### config.mk
export PLATFORM = sky130hd
export DESIGN_NAME = ahb_trace_mon
export DESIGN_NICKNAME = d
export VERILOG_FILES = /design/src/rtl/trace_pkg.sv /design/src/rtl/trace_tstamp.sv /design/src/rtl/trace_phase_align.sv /design/src/rtl/trace_filter.sv /design/src/rtl/ahb_trace_mon.sv
export SDC_FILE = /design/constraint.sdc
export NUM_CORES = 1
export LEC_CHECK = 0
export BUFFER_PORTS_ARGS = -buffer_cell sky130_fd_sc_hd__buf_4
export CORE_ASPECT_RATIO = 1.75
export CORE_MARGIN = 5
export CORE_UTILIZATION = 45
export DETAILED_ROUTE_END_ITERATION = 6
export MAX_ROUTING_LAYER = met4
export PLACE_DENSITY = 0.8
export SYNTH_ARGS = -nofsm -noshare
export SYNTH_HDL_FRONTEND = slang
export SYNTH_SLANG_ARGS = --single-unit
### constraint.sdc
create_clock -name clk -period 3.2 [get_ports clk]
set_clock_uncertainty 0.1 [all_clocks]
set_input_delay 0.32 -clock clk [delete_from_list [all_inputs] [get_ports clk]]
set_output_delay 0.32 -clock clk [all_outputs]
set_load 0.01 [all_outputs]
### src/rtl/trace_pkg.sv
package trace_pkg;

    typedef enum logic [1:0] {
        TR_IDLE   = 2'd0,
        TR_BUSY   = 2'd1,
        TR_NONSEQ = 2'd2,
        TR_SEQ    = 2'd3
    } trans_e;

    // control fields fixed by the bus protocol
    typedef struct packed {
        logic [1:0] trans;
        logic       write;
        logic [2:0] size;
        logic [2:0] burst;
    } ctrl_t;

endpackage

### src/rtl/trace_tstamp.sv
module trace_tstamp #(
    parameter int TS_W = 32
) (
    input  logic            clk,
    input  logic            rst_n,
    output logic [TS_W-1:0] ts
);
    localparam logic [TS_W-1:0] STEP = TS_W'(1);

    typedef struct packed {
        logic [TS_W-1:0] cnt;
    } st_t;

    st_t st_d, st_q;

    always_comb begin
        st_d     = st_q;
        st_d.cnt = st_q.cnt + STEP;
    end

    always_ff @(posedge clk or negedge rst_n) begin
        if (!rst_n) st_q <= '0;
        else        st_q <= st_d;
    end

    assign ts = st_q.cnt;

    AST_TS_STEP: assert property (@(posedge clk) disable iff (!rst_n)
        $past(rst_n) |-> ts == $past(ts) + STEP);

endmodule

### src/rtl/trace_phase_align.sv
module trace_phase_align
    import trace_pkg::*;
#(
    parameter int AW = 32,
    parameter int MW = 4
) (
    input  logic          clk,
    input  logic          rst_n,
    input  logic          xfer_mode,
    input  logic [AW-1:0] bus_addr,
    input  ctrl_t         bus_ctrl,
    input  logic [MW-1:0] bus_master,
    input  logic          bus_ready,
    output logic          cap_fire,
    output logic [AW-1:0] cap_addr,
    output ctrl_t         cap_ctrl,
    output logic [MW-1:0] cap_master
);
    typedef struct packed {
        logic          vld;
        logic [AW-1:0] addr;
        ctrl_t         ctrl;
        logic [MW-1:0] master;
    } st_t;

    st_t st_d, st_q;

    always_comb begin
        st_d = st_q;
        if (!xfer_mode) begin
            st_d.vld = 1'b0;
        end else if (bus_ready) begin
            // a new address phase is accepted only while ready is high
            st_d.vld    = bus_ctrl.trans[1];
            st_d.addr   = bus_addr;
            st_d.ctrl   = bus_ctrl;
            st_d.master = bus_master;
        end

        if (xfer_mode) begin
            cap_fire   = st_q.vld && bus_ready;
            cap_addr   = st_q.addr;
            cap_ctrl   = st_q.ctrl;
            cap_master = st_q.master;
        end else begin
            cap_fire   = 1'b1;
            cap_addr   = bus_addr;
            cap_ctrl   = bus_ctrl;
            cap_master = bus_master;
        end
    end

    always_ff @(posedge clk or negedge rst_n) begin
        if (!rst_n) st_q <= '0;
        else        st_q <= st_d;
    end

    AST_WAIT_HOLD: assert property (@(posedge clk) disable iff (!rst_n)
        (xfer_mode && st_q.vld && !bus_ready) |=>
        (st_q.vld && st_q.addr == $past(st_q.addr) && st_q.master == $past(st_q.master)));

endmodule

### src/rtl/trace_filter.sv
module trace_filter
    import trace_pkg::*;
#(
    parameter int AW = 32
) (
    input  logic          xfer_mode,
    input  logic          cap_fire,
    input  logic [AW-1:0] cap_addr,
    input  logic [1:0]    cap_trans,
    input  logic          cap_write,
    input  logic          bus_ready,
    input  logic          drop_idle,
    input  logic          drop_busy,
    input  logic          drop_wait,
    input  logic          win_en,
    input  logic [AW-1:0] win_lo,
    input  logic [AW-1:0] win_hi,
    output logic          keep
);
    logic raw_drop;
    logic in_win;

    always_comb begin
        raw_drop = 1'b0;
        if (!xfer_mode) begin
            raw_drop = (drop_idle && cap_trans == TR_IDLE) ||
                       (drop_busy && cap_trans == TR_BUSY) ||
                       (drop_wait && !bus_ready);
        end
        in_win = cap_write && cap_trans[1] &&
                 (cap_addr >= win_lo) && (cap_addr <= win_hi);
        keep   = cap_fire && !raw_drop && (!win_en || in_win);
    end

endmodule

### src/rtl/ahb_trace_mon.sv
module ahb_trace_mon
    import trace_pkg::*;
#(
    parameter int AW   = 32,
    parameter int DW   = 32,
    parameter int MW   = 4,
    parameter int UW   = 8,
    parameter int TS_W = 32
) (
    input  logic            clk,
    input  logic            rst_n,
    input  logic [AW-1:0]   bus_addr,
    input  logic [1:0]      bus_trans,
    input  logic            bus_write,
    input  logic [2:0]      bus_size,
    input  logic [2:0]      bus_burst,
    input  logic [DW-1:0]   bus_wdata,
    input  logic [DW-1:0]   bus_rdata,
    input  logic            bus_ready,
    input  logic [1:0]      bus_resp,
    input  logic [MW-1:0]   bus_master,
    input  logic [UW-1:0]   user_sig,
    input  logic            cfg_xfer_mode,
    input  logic            cfg_drop_idle,
    input  logic            cfg_drop_busy,
    input  logic            cfg_drop_wait,
    input  logic            cfg_win_en,
    input  logic [AW-1:0]   cfg_win_lo,
    input  logic [AW-1:0]   cfg_win_hi,
    output logic            frm_valid,
    output logic [AW-1:0]   frm_addr,
    output logic [1:0]      frm_trans,
    output logic            frm_write,
    output logic [2:0]      frm_size,
    output logic [2:0]      frm_burst,
    output logic [1:0]      frm_resp,
    output logic [MW-1:0]   frm_master,
    output logic [DW-1:0]   frm_wdata,
    output logic [DW-1:0]   frm_rdata,
    output logic [UW-1:0]   frm_user,
    output logic [TS_W-1:0] frm_tstamp
);
    typedef struct packed {
        logic            vld;
        logic [AW-1:0]   addr;
        ctrl_t           ctrl;
        logic [1:0]      resp;
        logic [MW-1:0]   master;
        logic [DW-1:0]   wdata;
        logic [DW-1:0]   rdata;
        logic [UW-1:0]   user;
        logic [TS_W-1:0] ts;
    } frame_t;

    ctrl_t           bus_ctrl;
    ctrl_t           cap_ctrl;
    logic [AW-1:0]   cap_addr;
    logic [MW-1:0]   cap_master;
    logic            cap_fire;
    logic            keep;
    logic [TS_W-1:0] ts_now;
    frame_t          fr_d, fr_q;

    assign bus_ctrl = '{trans: bus_trans, write: bus_write, size: bus_size, burst: bus_burst};

    trace_tstamp #(.TS_W(TS_W)) u_tstamp (
        .clk   (clk),
        .rst_n (rst_n),
        .ts    (ts_now)
    );

    trace_phase_align #(.AW(AW), .MW(MW)) u_align (
        .clk        (clk),
        .rst_n      (rst_n),
        .xfer_mode  (cfg_xfer_mode),
        .bus_addr   (bus_addr),
        .bus_ctrl   (bus_ctrl),
        .bus_master (bus_master),
        .bus_ready  (bus_ready),
        .cap_fire   (cap_fire),
        .cap_addr   (cap_addr),
        .cap_ctrl   (cap_ctrl),
        .cap_master (cap_master)
    );

    trace_filter #(.AW(AW)) u_filter (
        .xfer_mode (cfg_xfer_mode),
        .cap_fire  (cap_fire),
        .cap_addr  (cap_addr),
        .cap_trans (cap_ctrl.trans),
        .cap_write (cap_ctrl.write),
        .bus_ready (bus_ready),
        .drop_idle (cfg_drop_idle),
        .drop_busy (cfg_drop_busy),
        .drop_wait (cfg_drop_wait),
        .win_en    (cfg_win_en),
        .win_lo    (cfg_win_lo),
        .win_hi    (cfg_win_hi),
        .keep      (keep)
    );

    always_comb begin
        fr_d     = fr_q;
        fr_d.vld = keep;
        if (keep) begin
            fr_d.addr   = cap_addr;
            fr_d.ctrl   = cap_ctrl;
            fr_d.master = cap_master;
            fr_d.resp   = bus_resp;
            fr_d.wdata  = bus_wdata;
            fr_d.rdata  = bus_rdata;
            fr_d.user   = user_sig;
            fr_d.ts     = ts_now;
        end
    end

    always_ff @(posedge clk or negedge rst_n) begin
        if (!rst_n) fr_q <= '0;
        else        fr_q <= fr_d;
    end

    assign frm_valid  = fr_q.vld;
    assign frm_addr   = fr_q.addr;
    assign frm_trans  = fr_q.ctrl.trans;
    assign frm_write  = fr_q.ctrl.write;
    assign frm_size   = fr_q.ctrl.size;
    assign frm_burst  = fr_q.ctrl.burst;
    assign frm_resp   = fr_q.resp;
    assign frm_master = fr_q.master;
    assign frm_wdata  = fr_q.wdata;
    assign frm_rdata  = fr_q.rdata;
    assign frm_user   = fr_q.user;
    assign frm_tstamp = fr_q.ts;

    AST_RESET_QUIET: assert property (@(posedge clk) disable iff (!rst_n)
        !$past(rst_n) |-> !frm_valid);
    AST_XFER_REAL: assert property (@(posedge clk) disable iff (!rst_n)
        (frm_valid && $past(cfg_xfer_mode)) |-> frm_trans[1]);
    AST_DROP_IDLE: assert property (@(posedge clk) disable iff (!rst_n)
        (frm_valid && $past(!cfg_xfer_mode && cfg_drop_idle)) |-> frm_trans != TR_IDLE);
    AST_DROP_WAIT: assert property (@(posedge clk) disable iff (!rst_n)
        (frm_valid && $past(!cfg_xfer_mode && cfg_drop_wait)) |-> $past(bus_ready));
    AST_WIN_WRITE: assert property (@(posedge clk) disable iff (!rst_n)
        (frm_valid && $past(cfg_win_en)) |->
        (frm_write && frm_addr >= $past(cfg_win_lo) && frm_addr <= $past(cfg_win_hi)));

endmodule

==> results of run 1 <==
[power by group through the flow]
stage / clock network, mW / registers (mW) / logic (mW)
finish: 2.52 / 3.88 / 3.19
global route: 2.70 / 3.94 / 3.41
CTS: 2.57 / 3.84 / 2.96
detailed placement: 0 / 3.88 / 2.66
global placement: 0 / 3.85 / 2.59
floorplan: 0 / 4.07 / 1.00
[routing by layer]
metal  up-vias  part of all wire [%]  global-route usage (%)  routed length (µm)
met5         -                     0                       -                   0
met4         0                   5.8                    12.3                2160
met3       119                   5.5                    3.83                2040
met2       386                    55                    46.6               20500
met1      4431                    34                    26.6               12600
li1       3935                     -                       -                   -
[repair_timing]
item,in CTS,in global routing
endpoints found under the setup margin,149,152
buffers inserted,13,5
hold buffers,120,0
resized for setup,58,51
gates cloned,5,11
hold endpoints to repair,349,0
pin swaps,6,7
[metrics by stage]
| stage | power (mW) | hold slack [ns] | setup TNS [ns] | util [%] | area (µm²) |
|---|---|---|---|---|---|
| after floorplan | 5.07 | -0.0756 | -13.87 | - | 11100 |
| after global placement | 6.44 | 0.000203 | -81.48 | 59.6 | 14300 |
| after detailed placement | 6.54 | 0.000306 | -86.16 | 59.6 | 14300 |
| after CTS | 9.37 | 0.0173 | -7.74 | 69.8 | 16700 |
| after global routing | 10.0 | 0.0390 | -27.63 | 71.6 | 17100 |
| final | 9.59 | 0.0457 | -7.82 | 71.6 | 17100 |
[kinds of logic (layout without fill, tap and decap cells)]
group           count (synthesis)  count (layout)  synth area share (%)
flops                         230             230                  52.9
simple gates                  100             100                  4.64
mux                           240             240                  24.8
other cells                     0               2                     0
fa+ha+maj                      65              65                  7.48
xor+xnor                       30              30                  2.42
buf+inv                       102             647                  4.23
compound gates                 56              56                  3.52
[layout by cell type, fill, tap and decap left out, types with 7 or more instances in the layout]
cell | netlist | final
a21oi_1 | 22 | 19
buf_12 | 0 | 10
buf_4 | 0 | 377
buf_6 | 9 | 9
clkbuf_16 | 0 | 31
clkinv_2 | 0 | 8
dfrtp_1 | 230 | 230
dlygate4sd3_1 | 0 | 120
ha_1 | 65 | 44
ha_4 | 0 | 21
inv_1 | 74 | 73
mux2_1 | 81 | 30
mux2_2 | 153 | 134
mux2_4 | 0 | 70
nand2_1 | 31 | 29
nand3_1 | 18 | 18
nand4_1 | 16 | 16
nor2_1 | 13 | 13
o21ai_1 | 2 | 8
xnor2_1 | 23 | 23
xor2_1 | 7 | 7
[flip-flops by register name, summed over array words and instances, names as in the netlist]
signal,flops
frm_addr,32
frm_tstamp,32
frm_write,1
frm_rdata,32
u_align.st_q,46
frm_user,8
frm_wdata,32
frm_burst,3
frm_master,4
frm_trans,2
u_tstamp.ts,32
frm_valid,1
frm_resp,2
frm_size,3
[area by class of cell]
type                            count  area [µm²]  area share [%]
Clock buffer                       28         614            3.58
Timing Repair Buffer              533        4740            27.7
Sequential cell                   230        5760            33.6
Clock inverter                     12        73.8           0.431
Inverter                           74         278            1.62
Multi-Input combinational cell    491        5290            30.8
Antenna cell                        2        5.00          0.0292
Tap cell                          308         385            2.25
[cell usage after synthesis, types with 2 or more instances]
| library cell | instances | share of area, % |
|---|---|---|
| mux2_2 | 153 | 16 |
| xor2_1 | 7 | 0.56 |
| dfrtp_1 | 230 | 53 |
| nor4_1 | 4 | 0.23 |
| nand2_1 | 31 | 1.1 |
| buf_6 | 9 | 0.93 |
| buf_2 | 8 | 0.37 |
| nor2_1 | 13 | 0.45 |
| and3_1 | 4 | 0.23 |
| nand3_1 | 18 | 0.83 |
| mux2_1 | 81 | 8.4 |
| xnor2_1 | 23 | 1.9 |
| inv_1 | 74 | 2.6 |
| a221oi_1 | 4 | 0.32 |
| o21ai_0 | 7 | 0.32 |
| a2111oi_0 | 2 | 0.16 |
| ha_1 | 65 | 7.5 |
| o21ai_1 | 2 | 0.092 |
| mux2i_1 | 6 | 0.55 |
| a21oi_1 | 22 | 1.0 |
| clkbuf_1 | 2 | 0.069 |
| nand4_1 | 16 | 0.92 |
| buf_1 | 9 | 0.31 |
| a22oi_1 | 2 | 0.14 |
| a21o_1 | 5 | 0.35 |
| nor2b_1 | 5 | 0.29 |
| and4_1 | 4 | 0.32 |
[worst paths after layout]
kind	from	end	slack (ns)
min in group asynchronous	rst_n	frm_size[1]	0.07
setup / recovery	u_align.st_q[30]	frm_user[1]	-0.12
setup reg to reg	u_align.st_q[30]	frm_user[1]	-0.12
hold / removal	cfg_win_en	frm_write	0.05
max in group asynchronous	rst_n	u_tstamp.ts[9]	2.05
hold reg to reg	u_tstamp.ts[17]	u_tstamp.ts[17]	0.39
[worst register-to-register path, stage by stage (launching register included)]
cell and delay, ns:
dfrtp_1 0.39, mux2_4 0.28, buf_6 0.13, ha_4 0.27
buf_6 0.09, nand4_1 0.13, nor4_2 0.27, buf_4 0.20
nand2_4 0.06, buf_6 0.13, a211oi_4 0.23, a31oi_4 0.13
buf_6 0.17, clkbuf_16 0.17, clkbuf_16 0.16, mux2_4 0.30
==> reports/qor.yml, run 1 <==
status:
  run_status: "complete, but fails checks"
  violations: "negative setup slack"
grt:
  grt_max_degree: 128
  grt_pass1_wl_um: 53900
  grt_pass1_vias: 10100
  grt_use_total_pct: 25.6
  grt-ovfl-total: 0
  antenna_found_initial: 2
worst_setup_path:
  worstPathMaxFanout: 4
  crit_top_cell: "buf_6"
  reg2regPathDepth: 15
  worstPathRequired_ns: 3.49
  end_kind: "flop"
  critPathLaunchType: "flop"
  path_cells: "mux2_4 -> buf_6 -> ha_4 -> buf_6 -> nand4_1 -> nor4_2 -> buf_4 -> nand2_4 -> buf_6 -> a211oi_4 -> a31oi_4 -> buf_6 -> clkbuf_16 -> clkbuf_16 -> mux2_4"
  cp_slowest_stage_delay_ns: 0.39
  critPathKind: "flop to flop"
  cp.depth: 15
  critPathTopFamily: "buffers and inverters"
  worst-path-buf-inv: 7
  slowest_stage: "dfrtp_1"
  arrival_ns: 3.61
route:
  ant_nets: 0
  drc: 0
  postRouteWirelength_um: 37200
  wl_per_cell_um: 22.2
  firstDrtPassIters: 4
  vias_per_cell: 5.29
  drtIter0Drc: 449
  vias: 8871
sta:
  hold_viol_final: 0
  period_needed_ns: 3.32
  finalSetupViolations: 138
  fmax_ghz: 0.301
  slew_viol_final: 0
  grt_setup_unrepaired: "yes"
  tightest_slew_ns: 0.718
  relSlewSlack_pct: 52.1
  timing.final.ws_setup_ns: -0.123
  post-route-period-util_pct: 104
power_and_ir_drop:
  p_leak_nw: 8.55
  pwr-share-seq_pct: 40.4
  pwr-share-comb_pct: 33.3
  power_density_nw_per_um2: 560
  peakVddDrop_mv: 0.525
  p_int_mw: 6.73
  p_sw_mw: 2.86
  pwr-share-clk_pct: 26.3
  p_sw_share_pct: 29.8
logic_synthesis:
  ys.flop_type: "dfrtp_1"
  synth_nets: 1079
  synth_cells: 823
  synth_cell_type_count: 44
  synth_edf_count: 0
  ys_ff_latch: 230
  synth_area_per_cell_um2: 13.2
  yosysSeqAreaShare_pct: 52.9
  ys.warnings.count: 0
  async_reset_ff_share_pct: 100
  synth_area_um2: 10900
placed_design:
  post-place-ws_ns: -0.621
  port_buffers: 342
  placed_cells: 1485
  dp_hpwl_um: 22000
  gp_congestion: 0.859
floorplanning:
  core_area_um2: 23900
  fp.dieH_um: 216
  num_io_pins: 343
  die_x_um: 128
  die-area_um2: 27500
  start_util_pct: 45.4
  rows: 75
final_layout:
  fin_cells: 1678
  syn2layout_area_growth_pct: 57.6
  drive_above_1_share_pct: 50.9
  n_fill_cell: 1535
  nNetsFinal: 1608
cts:
  worstSkewPairLatency_ns: 0.51
  clockBufferDepth: 3
  cts_num_sinks: 230
  h-tree-depth: 1
  cts_root_buffer: "clkbuf_16"
  cts_buffers: 22
  tritoncts: "done"
  clk_pin_slew_ns: 0.07
run:
  drv_cap: 0
hold_path:
  hold_class: "input port to flop"
  holdPathStages: 3
Power figures use the tool's default switching activity.
==> run 2: changes to the inputs <==
Settings changed: BUFFER_PORTS_ARGS -buffer_cell sky130_fd_sc_hd__buf_4 to default, DONT_BUFFER_PORTS from default to 1, PLACE_DENSITY 0.8 to 0.68.
==> run 2 against run 1 <==
The flow finishes with violations (negative hold slack, negative setup slack). Utilization shrank 11 points. Clock power is essentially flat. Critical path depth decreased by 1. First-iteration DRC count decreased by 44%. Sequential cell count stayed put. Power down 12%. Global-route usage down 3.9 points. Fmax is 1.2% lower. Critical path type unchanged.
==> reports/qor.yml, run 2 (synthesized netlist as in run 1, its figures left out) <==
floorplanning:
  fp.dieH_um: 216
  core_area_um2: 23900
  num_io_pins: 343
  die-area_um2: 27500
  rows: 75
  start_util_pct: 45.4
  die_x_um: 128
worst_setup_path:
  slowest_stage: "dfrtp_1"
  worst-path-buf-inv: 6
  arrival_ns: 3.65
  r2r-start: "u_align.st_q[22]"
  worstPathMaxFanout: 8
  critPathTopFamily: "buffers and inverters"
  worstPathRequired_ns: 3.49
  critPathKind: "flop to flop"
  cp_slowest_stage_delay_ns: 0.39
  r2r_end: "frm_tstamp[18]"
  critPathLaunch: "u_align.st_q[22]"
  path_cells: "mux2_4 -> buf_6 -> ha_4 -> nand4_1 -> buf_4 -> nor4_4 -> nand2_4 -> buf_6 -> a211oi_4 -> a31oi_4 -> buf_12 -> buf_16 -> clkbuf_16 -> mux2_4"
  r2r_slack_ns: -0.16
  critPathLaunchType: "flop"
  end_kind: "flop"
  reg2regPathDepth: 14
grt:
  grt-ovfl-total: 0
  grt_use_total_pct: 21.7
  antenna_found_initial: 0
  grt_pass1_wl_um: 45600
  grt_pass1_vias: 7927
  grt_max_degree: 231
cts:
  tritoncts: "done"
  cts_hold_buf: 122
  h-tree-depth: 1
  cts_buffers: 22
  clockBufferDepth: 3
  cts_root_buffer: "clkbuf_16"
  worstSkewPairLatency_ns: 0.51
  cts_num_sinks: 230
  clk_pin_slew_ns: 0.06
final_layout:
  fin_cells: 1323
  fin_area_um2: 14400
  regMostFlops: "u_align.st_q"
  final_cell_mix: "dfrtp_1, mux2_2, dlygate4sd3_1"
  layout_commonest_cell: "dfrtp_1"
  drive_above_1_share_pct: 33.7
  syn2layout_area_growth_pct: 32.8
  largest_reg_flops: 46
  n_fill_cell: 1827
  final-seq-area_um2: 5760
  num_antenna_cells: 0
  nNetsFinal: 1257
  multi_input_area_um2: 5260
power_and_ir_drop:
  peakVddDrop_mv: 0.408
  power_density_nw_per_um2: 586
  p_leak_nw: 6.86
route:
  vias_per_cell: 5.43
  postRouteWirelength_um: 30300
  ant_nets: 0
  wl_per_cell_um: 22.9
  drc: 0
  firstDrtPassIters: 4
  drtIter0Drc: 253
  vias: 7181
placed_design:
  placed_area_um2: 11500
  post-place-ws_ns: -0.331
  port_buffers: 0
  gp_congestion: 0.873
  dp_hpwl_um: 18900
  placed_cells: 1130
status:
  run_status: "complete, but fails checks"
  violations: "negative hold slack, negative setup slack"
sta:
  relSlewSlack_pct: 48.2
  finalHoldWorstSlack_ns: -0.595
  fmax_ghz: 0.297
  finalSetupViolations: 148
  grt_setup_unrepaired: "yes"
  tightest_slew_ns: 0.774
  hold_viol_final: 230
  timing.final.ws_setup_ns: -0.162
  period_needed_ns: 3.36
  slew_viol_final: 0
  post-route-period-util_pct: 105
hold_path:
  hold_class: "input port to asynchronous set/reset pin"
run:
  drv_cap: 0
[run 2: cell count changes in the layout (fill, tap and decap cells not counted), sizes merged]
cell | before | now
buf | 405 | 54
dlygate4sd3 | 120 | 121
diode | 2 | 0
dlymetal6s4s | 0 | 1
clkinv | 10 | 5
clkbuf | 36 | 38
inv | 75 | 74
[run 2: power by group]
part	total, mW	internal, mW	switching, mW
registers	4.23	3.50	0.726
logic	1.70	1.08	0.623
clock network	2.53	1.41	1.12
total	8.46	5.99	2.47
[run 2: layout make-up]
| cell class | instances | share of cell area [%] |
|---|---|---|
| Sequential cell | 230 | 39.8 |
| Timing Repair Buffer | 182 | 14.4 |
| Multi-Input combinational cell | 491 | 36.4 |
| Clock buffer | 32 | 4.50 |
| Inverter | 74 | 1.92 |
| Clock inverter | 6 | 0.251 |
| Tap cell | 308 | 2.67 |
[run 2: how the worst max path moves through the flow]
stage,endpoint,cells after the start
2_1_floorplan,frm_rdata[0],14
3_3_place_gp,frm_rdata[31],10
3_5_place_dp,frm_rdata[31],10
4_1_cts,frm_tstamp[19],13
5_1_grt,frm_rdata[0],14
6_report,frm_tstamp[18],14
[run 2: stage by stage]
step	utilization (%)	TNS [ns]	total power, mW	hold WS (ns)
6_report	60.4	-15.79	8.46	-0.595
5_1_grt	60.4	-28.58	8.89	-0.633
4_1_cts	58.9	-7.71	8.41	-0.637
3_5_place_dp	48.1	-44.97	5.48	-0.0702
3_3_place_gp	48.1	-38.25	5.42	-0.0702
2_1_floorplan	-	-13.87	5.07	-0.0756
[run 2: routing by layer]
| layer | GRT usage, % | wire length (µm) |
|---|---|---|
| met5 | - | 0 |
| met4 | 7.62 | 902 |
| met3 | 5.69 | 2170 |
| met2 | 39.2 | 16600 |
| met1 | 22.5 | 10700 |
[run 2: timing repair]
item,4_1_cts,5_1_grt
gates resized for setup,76,39
pin swaps,15,15
endpoints found under the setup margin,152,149
gates cloned,9,7
hold endpoints to repair,363,230
setup buffers,13,5
[run 2: worst register-to-register path: stages (launching register included)]
cell and delay (ns):
dfrtp_1 0.39, mux2_4 0.28, buf_6 0.13, ha_4 0.26, nand4_1 0.15, buf_4 0.18
nor4_4 0.32, nand2_4 0.07, buf_6 0.13, a211oi_4 0.29, a31oi_4 0.14, buf_12 0.16
buf_16 0.17, clkbuf_16 0.18, mux2_4 0.30
==> run 3: changes to the inputs <==
Settings changed: SETUP_SLACK_MARGIN from default to 0.3.
==> run 3 against run 2 <==
The run still ends with negative hold slack, negative setup slack left. Clock-buffer cell count fell by 3. Routed wire length fell by 0.54%. Cell area rose by 5.3%. Largest cell class unchanged. Power rose by 4.4%. Combinational power rose by 17%. Critical path depth rose by 1. Hold slack got worse by 0.0018 ns. Sequential share of layout area fell by 2.0 points. Sequential cell count did not move. Fmax fell by 2.4%.
==> reports/qor.yml, run 3 (synthesized netlist as in run 1, its figures left out) <==
grt:
  antenna_found_initial: 0
  grt-ovfl-total: 0
  grt_pass1_wl_um: 46400
  grt_max_degree: 231
  grt_use_total_pct: 21.9
  grt_pass1_vias: 8389
final_layout:
  largest_reg_flops: 46
  num_antenna_cells: 0
  final_cell_mix: "dfrtp_1, dlygate4sd3_1, mux2_4"
  syn2layout_area_growth_pct: 39.9
  regMostFlops: "u_align.st_q"
  drive_above_1_share_pct: 37.2
  fin_area_um2: 15200
  nNetsFinal: 1293
  layout_commonest_cell: "dfrtp_1"
sta:
  tightest_slew_ns: 0.621
  period_needed_ns: 3.45
  finalHoldWorstSlack_ns: -0.597
  timing.final.ws_setup_ns: -0.247
  post-route-period-util_pct: 108
  finalSetupViolations: 149
  slew_viol_final: 0
  fmax_ghz: 0.290
  grt_setup_unrepaired: "yes"
  hold_viol_final: 230
  relSlewSlack_pct: 58.6
worst_setup_path:
  path_cells: "mux2_4 -> buf_4 -> ha_4 -> nand4_1 -> nor4_2 -> buf_4 -> nand2_4 -> buf_6 -> a211oi_4 -> a31oi_4 -> buf_12 -> buf_12 -> buf_12 -> clkbuf_16 -> mux2_4"
  worstPathMaxFanout: 7
  worst-path-buf-inv: 7
  crit_top_cell: "buf_12"
  worstPathRequired_ns: 3.49
  arrival_ns: 3.74
  critPathLaunchType: "flop"
  critPathTopFamily: "buffers and inverters"
  end_kind: "flop"
  cp_slowest_stage_delay_ns: 0.40
  critPathKind: "flop to flop"
  slowest_stage: "dfrtp_1"
power_and_ir_drop:
  p_total_mw: 8.83
  pwr-share-seq_pct: 48.1
  p_sw_share_pct: 28.8
  p_sw_mw: 2.55
  pwr-share-comb_pct: 22.6
  p_int_mw: 6.28
  peakVddDrop_mv: 0.567
  pwr-share-clk_pct: 29.3
  power_density_nw_per_um2: 580
  p_leak_nw: 7.32
cts:
  cts_buffers: 22
  clockBufferDepth: 3
  cts_hold_buf: 134
  worstSkewPairLatency_ns: 0.51
  cts_num_sinks: 230
  cts_root_buffer: "clkbuf_16"
  h-tree-depth: 1
  clk_pin_slew_ns: 0.07
  tritoncts: "done"
floorplanning:
  num_io_pins: 343
  die_x_um: 128
  fp.dieH_um: 216
  core_area_um2: 23900
  die-area_um2: 27500
  start_util_pct: 45.4
  rows: 75
placed_design:
  placed_area_um2: 11800
  port_buffers: 0
  gp_congestion: 0.847
  dp_hpwl_um: 19300
route:
  ant_nets: 0
  vias: 7378
  drc: 0
  firstDrtPassIters: 4
  postRouteWirelength_um: 30100
  drtIter0Drc: 296
  wl_per_cell_um: 22.2
  vias_per_cell: 5.43
status:
  violations: "negative hold slack, negative setup slack"
  run_status: "complete, but fails checks"
hold_path:
  hold_class: "input port to asynchronous set/reset pin"
run:
  drv_cap: 0
run 3: worst paths after layout:
kind / start / to / slack (ns) / cells after the start
setup / recovery: u_align.st_q[36] / frm_wdata[8] / -0.25 / 15
hold / removal: rst_n / u_align.st_q[34] / -0.60 / 0
setup reg to reg: u_align.st_q[36] / frm_wdata[8] / -0.25 / 15
hold reg to reg: u_tstamp.ts[31] / u_tstamp.ts[31] / 0.39 / 1
max in group asynchronous: rst_n / frm_addr[9] / 3.07 / 0
min in group clk: bus_addr[15] / frm_addr[15] / 0.03 / 2
run 3: layout make-up:
cell class                 instances  area [µm²]
inverter                          74         278
tap                              308         385
timing repair buffer             218        2480
clock inverter                    10        93.8
sequential                       230        5760
multi-input combinational        491        5600
fill                            1725        8720
clock buffer                      29         618
run 3: worst register-to-register path, cell delays in order (launching register included):
cell and delay, ns:
dfrtp_1 0.40, mux2_4 0.29, buf_4 0.16, ha_4 0.27, nand4_1 0.12, nor4_2 0.31
buf_4 0.20, nand2_4 0.06, buf_6 0.14, a211oi_4 0.27, a31oi_4 0.13, buf_12 0.17
buf_12 0.15, buf_12 0.13, clkbuf_16 0.15, mux2_4 0.29
run 3: timing repair:
| action | 4_1_cts | 5_1_grt |
|---|---|---|
| endpoints found under the hold margin | 364 | 230 |
| setup endpoints to repair | 152 | 152 |
| gates resized for setup | 148 | 44 |
| buffers inserted | 25 | 4 |
| pin swaps | 12 | 17 |
| cloned | 3 | 3 |
run 3: power by group through the flow:
stage               Sequential [mW]  Clock, mW  Combinational (mW)
floorplan                      4.07          0                1.01
global placement               4.26          0                1.23
detailed placement             4.27          0                1.28
CTS                            4.24       2.68                1.83
global route                   4.32       2.80                2.15
finish                         4.25       2.59                1.99
run 3: metrics by stage:
| stage | std cells | TNS (ns) | hold WS, ns | setup slack [ns] | utilization [%] |
|---|---|---|---|---|---|
| finish | 1360 | -23.87 | -0.597 | -0.247 | 63.6 |
| global route | 1360 | -37.57 | -0.638 | -0.335 | 63.6 |
| CTS | 1353 | -8.08 | -0.632 | -0.116 | 62.2 |
| detailed placement | 1152 | -40.33 | -0.0706 | -0.345 | 49.4 |
| global placement | 1152 | -39.87 | -0.0710 | -0.325 | 49.4 |
| floorplan | 823 | -12.59 | -0.0756 | -0.130 | - |
run 3: layer usage:
layer	share of wire, %	GRT usage, %	vias to the layer above
met2	54	39.1	273
met4	4.1	9.74	0
met1	35	22.2	3730
met5	0	-	-
li1	-	-	3306
met3	7.0	5.39	69
